**src/rtl/dbgwin_pkg.sv**
```systemverilog
package dbgwin_pkg;
  typedef enum logic [1:0] {
    RGN_MEM  = 2'd0,
    RGN_DMEM = 2'd1,
    RGN_DREG = 2'd2
  } rgn_e;
endpackage

```
**src/rtl/dbgwin_decode.sv**
```systemverilog
module dbgwin_decode
  import dbgwin_pkg::*;
#(
  parameter int AW = 64,
  parameter int OFFW = 21,
  parameter logic [AW-1:0] SEG_BASE = 64'hFFFF_FFFF_FF20_0000
) (
  input  logic [AW-1:0]   addr,
  output rgn_e            rgn,
  output logic [OFFW-1:0] off
);
  localparam int TAGW = AW - OFFW;
  localparam logic [TAGW-1:0] SEG_TAG = SEG_BASE[AW-1:OFFW];

  logic seg_hit;
  assign seg_hit = (addr[AW-1:OFFW] == SEG_TAG);
  assign off     = addr[OFFW-1:0];

  always_comb begin
    if (!seg_hit)            rgn = RGN_MEM;
    else if (addr[OFFW-1])   rgn = RGN_DREG;
    else                     rgn = RGN_DMEM;
  end
endmodule

```
**src/rtl/dbgwin_pend.sv**
```systemverilog
module dbgwin_pend #(
  parameter int DW = 32,
  parameter int OFFW = 21
) (
  input  logic            clk,
  input  logic            rst_n,
  input  logic            capture,
  input  logic            cap_we,
  input  logic [OFFW-1:0] cap_off,
  input  logic [DW-1:0]   cap_wdata,
  input  logic            done,
  output logic            pend,
  output logic            dir,
  output logic [OFFW-1:0] off,
  output logic [DW-1:0]   wdata
);
  always_ff @(posedge clk) begin
    if (!rst_n) begin
      pend  <= 1'b0;
      dir   <= 1'b0;
      off   <= '0;
      wdata <= '0;
    end else if (capture) begin
      pend  <= 1'b1;
      dir   <= cap_we;
      off   <= cap_off;
      wdata <= cap_wdata;
    end else if (done) begin
      pend  <= 1'b0;
    end
  end
endmodule

```
**src/rtl/dbgwin_release.sv**
```systemverilog
module dbgwin_release #(
  parameter int OFFW = 21,
  parameter int FD_BYTES = 16
) (
  input  logic            clk,
  input  logic            rst_n,
  input  logic            pend,
  input  logic [OFFW-1:0] off,
  input  logic            probe_wr,
  input  logic            probe_val,
  input  logic            fd_strobe,
  input  logic            fd_bit,
  output logic            done,
  output logic            fd_ok,
  output logic            probe_err
);
  localparam logic [OFFW-1:0] FD_LIMIT = OFFW'(FD_BYTES);

  logic clr_req, fd_req;
  assign clr_req = probe_wr && !probe_val;
  assign fd_ok   = pend && (off < FD_LIMIT);
  assign fd_req  = fd_strobe && !fd_bit && fd_ok;
  assign done    = pend && (clr_req || fd_req);

  always_ff @(posedge clk) begin
    if (!rst_n) probe_err <= 1'b0;
    else        probe_err <= clr_req && !pend;
  end
endmodule

```
**src/rtl/dbgwin_gate.sv**
```systemverilog
module dbgwin_gate
  import dbgwin_pkg::*;
#(
  parameter int AW = 64,
  parameter int DW = 32,
  parameter int OFFW = 21,
  parameter int FD_BYTES = 16,
  parameter logic [AW-1:0] SEG_BASE = 64'hFFFF_FFFF_FF20_0000
) (
  input  logic            clk,
  input  logic            rst_n,
  input  logic            core_req_valid,
  output logic            core_req_ready,
  input  logic [AW-1:0]   core_addr,
  input  logic            core_we,
  input  logic [DW-1:0]   core_wdata,
  output logic [DW-1:0]   core_rdata,
  output logic            mem_req_valid,
  input  logic            mem_req_ready,
  output logic [AW-1:0]   mem_addr,
  output logic            mem_we,
  output logic [DW-1:0]   mem_wdata,
  input  logic [DW-1:0]   mem_rdata,
  output logic            stall,
  output logic            pend,
  output logic            dir,
  output logic [OFFW-1:0] pend_off,
  output logic [DW-1:0]   pend_wdata,
  input  logic            probe_wr,
  input  logic            probe_val,
  input  logic [DW-1:0]   probe_rdata,
  input  logic            fd_strobe,
  input  logic            fd_bit,
  output logic            fd_ok,
  output logic            probe_err
);
  rgn_e            rgn;
  logic [OFFW-1:0] req_off;
  logic            capture, done;

  dbgwin_decode #(.AW(AW), .OFFW(OFFW), .SEG_BASE(SEG_BASE)) u_dec (
    .addr (core_addr),
    .rgn  (rgn),
    .off  (req_off)
  );

  assign capture = core_req_valid && (rgn == RGN_DMEM) && !pend;

  dbgwin_pend #(.DW(DW), .OFFW(OFFW)) u_pend (
    .clk       (clk),
    .rst_n     (rst_n),
    .capture   (capture),
    .cap_we    (core_we),
    .cap_off   (req_off),
    .cap_wdata (core_wdata),
    .done      (done),
    .pend      (pend),
    .dir       (dir),
    .off       (pend_off),
    .wdata     (pend_wdata)
  );

  dbgwin_release #(.OFFW(OFFW), .FD_BYTES(FD_BYTES)) u_rel (
    .clk       (clk),
    .rst_n     (rst_n),
    .pend      (pend),
    .off       (pend_off),
    .probe_wr  (probe_wr),
    .probe_val (probe_val),
    .fd_strobe (fd_strobe),
    .fd_bit    (fd_bit),
    .done      (done),
    .fd_ok     (fd_ok),
    .probe_err (probe_err)
  );

  assign mem_req_valid = core_req_valid && (rgn == RGN_MEM);
  assign mem_addr      = core_addr;
  assign mem_we        = core_we;
  assign mem_wdata     = core_wdata;
  assign stall         = (pend || capture) && !done;

  always_comb begin
    core_req_ready = 1'b0;
    core_rdata     = '0;
    if (core_req_valid) begin
      unique case (rgn)
        RGN_MEM: begin
          core_req_ready = mem_req_ready;
          core_rdata     = mem_rdata;
        end
        RGN_DMEM: begin
          core_req_ready = done;
          core_rdata     = probe_rdata;
        end
        default: begin
          core_req_ready = 1'b1;
          core_rdata     = '0;
        end
      endcase
    end
  end
endmodule

```
**config.mk**
```make
export PLATFORM = sky130hd
export DESIGN_NAME = dbgwin_gate
export DESIGN_NICKNAME = d
export VERILOG_FILES = /design/src/rtl/dbgwin_pkg.sv /design/src/rtl/dbgwin_decode.sv /design/src/rtl/dbgwin_pend.sv /design/src/rtl/dbgwin_release.sv /design/src/rtl/dbgwin_gate.sv
export SDC_FILE = /design/constraint.sdc
export NUM_CORES = 1
export LEC_CHECK = 0
export BUFFER_PORTS_ARGS = -buffer_cell sky130_fd_sc_hd__buf_2
export CORE_AREA = 3 3 138 140
export DETAILED_ROUTE_END_ITERATION = 6
export DIE_AREA = 0 0 141 143
export PLACE_DENSITY_LB_ADDON = 0.25
export SETUP_SLACK_MARGIN = 0.15
export SKIP_CTS_REPAIR_TIMING = 1
export SKIP_LAST_GASP = 1
export SYNTH_ARGS = -nofsm -noshare
export SYNTH_HDL_FRONTEND = slang
export SYNTH_SLANG_ARGS = --single-unit
```
**constraint.sdc**
```tcl
create_clock -name clk -period 4.75 [get_ports clk]
set_input_delay 0.2375 -clock clk [delete_from_list [all_inputs] [get_ports clk]]
set_output_delay 0.2375 -clock clk [all_outputs]
set_load 0.02 [all_outputs]
```
==> summary.md <==
| Metric | Value |
|---|---|
| Ant. Diodes | 0 |
| Drt wl/cell | 14.9 um |
| Core area | 18000 sq um |
| DIE AREA | 20200 sq um |
| Drt pass-1 iters | 4 |
| Mapped cell area | 3610 sq um |
| VDD IR-drop max | 0.182 mV |
| Most common cell after layout, fill and taps aside | buf_2 |
| CTS tree | yes |
| GRT Total Usage | 11.5% |
| Die X | 141 um |
| Final Max Tran Viols | 0 |
| Seq cells post-synth | 56 |
| Fmax | 402 MHz |
| WS Path Type | in2out |
| Max incr delay on CP | 0.71 ns |
| Met3 Wirelength | 1170 um |
| Total power | 1.18 mW |
| H-tree depth | 2 |
| DP HPWL | 11000 um |
| Initial cell density of the core | 20.1% |
| Endpoints failing hold | 0 |
| Final Skew | 0.00506 ns |
| DIE HEIGHT | 143 um |
| Sum Neg Setup Slack | 0 ns |
| Hold Path Class | in2reg |
| Global route overflow | 0 |
| CP startpoint kind | input pin |
| Setup violators final | 0 |
| Final RePlAce weighted congestion | 0.780 |
| Site Rows | 49 |
| Root Driver | clkbuf_16 |
| Highest Signal Layer | met4 |
| IO Port Bufs | 357 |
| Status | completed |
| Most used cell, CP | buf_2 |
| Clock latency on the worst-skew pair | 0.29 ns |
| Ys Warns | 0 |
| Crit path capture type | output pin |
| Pin slew with the least headroom to its limit | 0.934 ns |
| Final wirelength | 13100 um |
| Via count | 3579 |
| Critical path, cell by cell | buf_2 > nand4_1 > or4_1 > nor4_4 > buf_4 > a22o_1 > buf_2 |
| Most frequent cells in the layout | buf_2, nand2_1, dfxtp_1 |
| Final nets | 824 |
| Min Clock Period, post-route | 2.49 ns |
| Leak Pwr | 2.55 nW |
| Clk sinks | 56 |
| Max Fanout on Critical Path | 32 |
| Post-synth top area share | 31.0% |
| Max_cap viols | 0 |
| Cell taking the most area after synthesis | dfxtp_1 |
| Cells after synthesis | 411 |
| Share of cells above drive strength 1 | 57.0% |
| Max-slew headroom | 37.7% |
| Worst Path Required | 4.51 ns |
| Post-route ant nets | 0 |
| Clock buffer depth | 2 |
| Top-level port count | 358 |
| CP max-delay cell | or4_1 |
| Fill cells | 1998 |
| Initial antenna violation count | 0 |
| 1st-iter DRT viols | 135 |
| Synth cell types | 29 |
| Power per cell area | 240 nW/um^2 |
| Synth area leaders | dfxtp_1, buf_4, mux2i_1, nand2_1, a22o_1 |
| # DRC | 0 |
| M1 WL | 5260 um |
| Largest net degree at the start of global routing | 62 |
| Seq/Total Area, Yosys | 31.0% |
| CP Data Arrival Time | 2.25 ns |
| Synthesis-to-finish area growth | 36.3% |
| First-pass GRT wire length | 18500 um |
| RSZ-0062 raised after global routing | false |
| Vias per Instance | 4.04 |
| Average size of a mapped cell | 8.79 sq um |
| Period Utilization, post-route | 52.4% |
| Cts bufs inserted | 5 |
| Vias in the first global route | 3286 |
| Min Hold Slack | 0.198 ns |
| Clock slew at reported path FFs | 0.07 ns |
| Met2 routed wirelength | 6550 um |
| Post-Syn Nets | 580 |
[where the power goes]
group          total (mW)  internal, mW  switching [mW]  leakage, nW
combinational       0.271         0.108           0.163         2.01
sequential          0.469         0.469       0.0000518        0.451
clock               0.445         0.278           0.167       0.0901
total                1.18         0.856           0.329         2.55
[state kept, by name, indices dropped and copies added, names as in the netlist]
register         count
u_pend.wdata        32
u_pend.off          21
u_pend.pend          1
u_rel.probe_err      1
u_pend.dir           1
[cell usage after synthesis]
cell type,n
o221a_1,1
o32ai_1,1
nand4_1,9
buf_6,8
nor2_1,2
clkbuf_1,12
buf_12,5
nor4_4,2
o311ai_0,1
mux2i_1,53
o31a_4,1
nand2b_1,4
nand3_1,1
nand2_1,109
nor4_1,3
a22o_1,32
buf_4,97
nand4b_1,1
nor3b_1,1
nor3_1,1
a21boi_1,1
dfxtp_1,56
nand3b_1,1
nor4b_1,1
inv_1,1
or4_1,2
or4_4,3
and3_1,1
buf_2,1
[worst max-delay path: cells and delay by family]
family | cells | cell delay, ns
compound gates | 1 | 0.24
buf+inv | 3 | 0.64
simple gates | 3 | 1.12
[cell type report]
class / instances / area [sq um] / area share (%)
multi-input cells: 231 / 1520 / 30.9
clock buffers: 7 / 153 / 3.10
clock inverters: 1 / 30.0 / 0.609
inverters: 1 / 3.75 / 0.0762
flip-flops and latches: 56 / 1120 / 22.8
well taps: 229 / 287 / 5.82
repair buffers: 360 / 1810 / 36.8
[metal layers]
metal	global-route usage [%]	vias to the layer above
met1	14.4	1587
met2	20.2	195
met4	3.01	0
met3	2.68	8
met5	0	-
li1	-	1789
[per-stage QoR]
stage / area (sq um) / worst slack [ns] / utilization [%] / instances
2_1_floorplan: 3610 / 2.64 / - / 411
3_3_place_gp: 4740 / 2.16 / 26.4 / 877
3_5_place_dp: 4740 / 2.15 / 26.4 / 877
4_1_cts: 4930 / 2.25 / 27.4 / 885
5_1_grt: 4930 / 2.13 / 27.4 / 885
6_report: 4930 / 2.26 / 27.4 / 885
[logic make-up after synthesis]
| family | count (synthesis) | synth area share [%] |
|---|---|---|
| buffers and inverters | 124 | 26.9 |
| AO/OA/AOI/OAI | 37 | 9.24 |
| flip-flops | 56 | 31.0 |
| multiplexers | 53 | 14.7 |
| AND/OR/NAND/NOR | 141 | 18.2 |
[worst paths after layout]
path,from,end,slack (ns),cells past startpoint
hold reg to reg,u_pend.wdata[5]$_SDFFE_PN0P_,u_pend.wdata[5]$_SDFFE_PN0P_,0.45,2
setup / recovery,core_addr[54],core_rdata[12],2.26,7
hold / removal,core_wdata[25],u_pend.wdata[25]$_SDFFE_PN0P_,0.20,3
setup reg to reg,u_pend.pend$_SDFFE_PN0P_,u_pend.wdata[2]$_SDFFE_PN0P_,2.92,5
No activity file was read; power rests on OpenSTA's default activity.
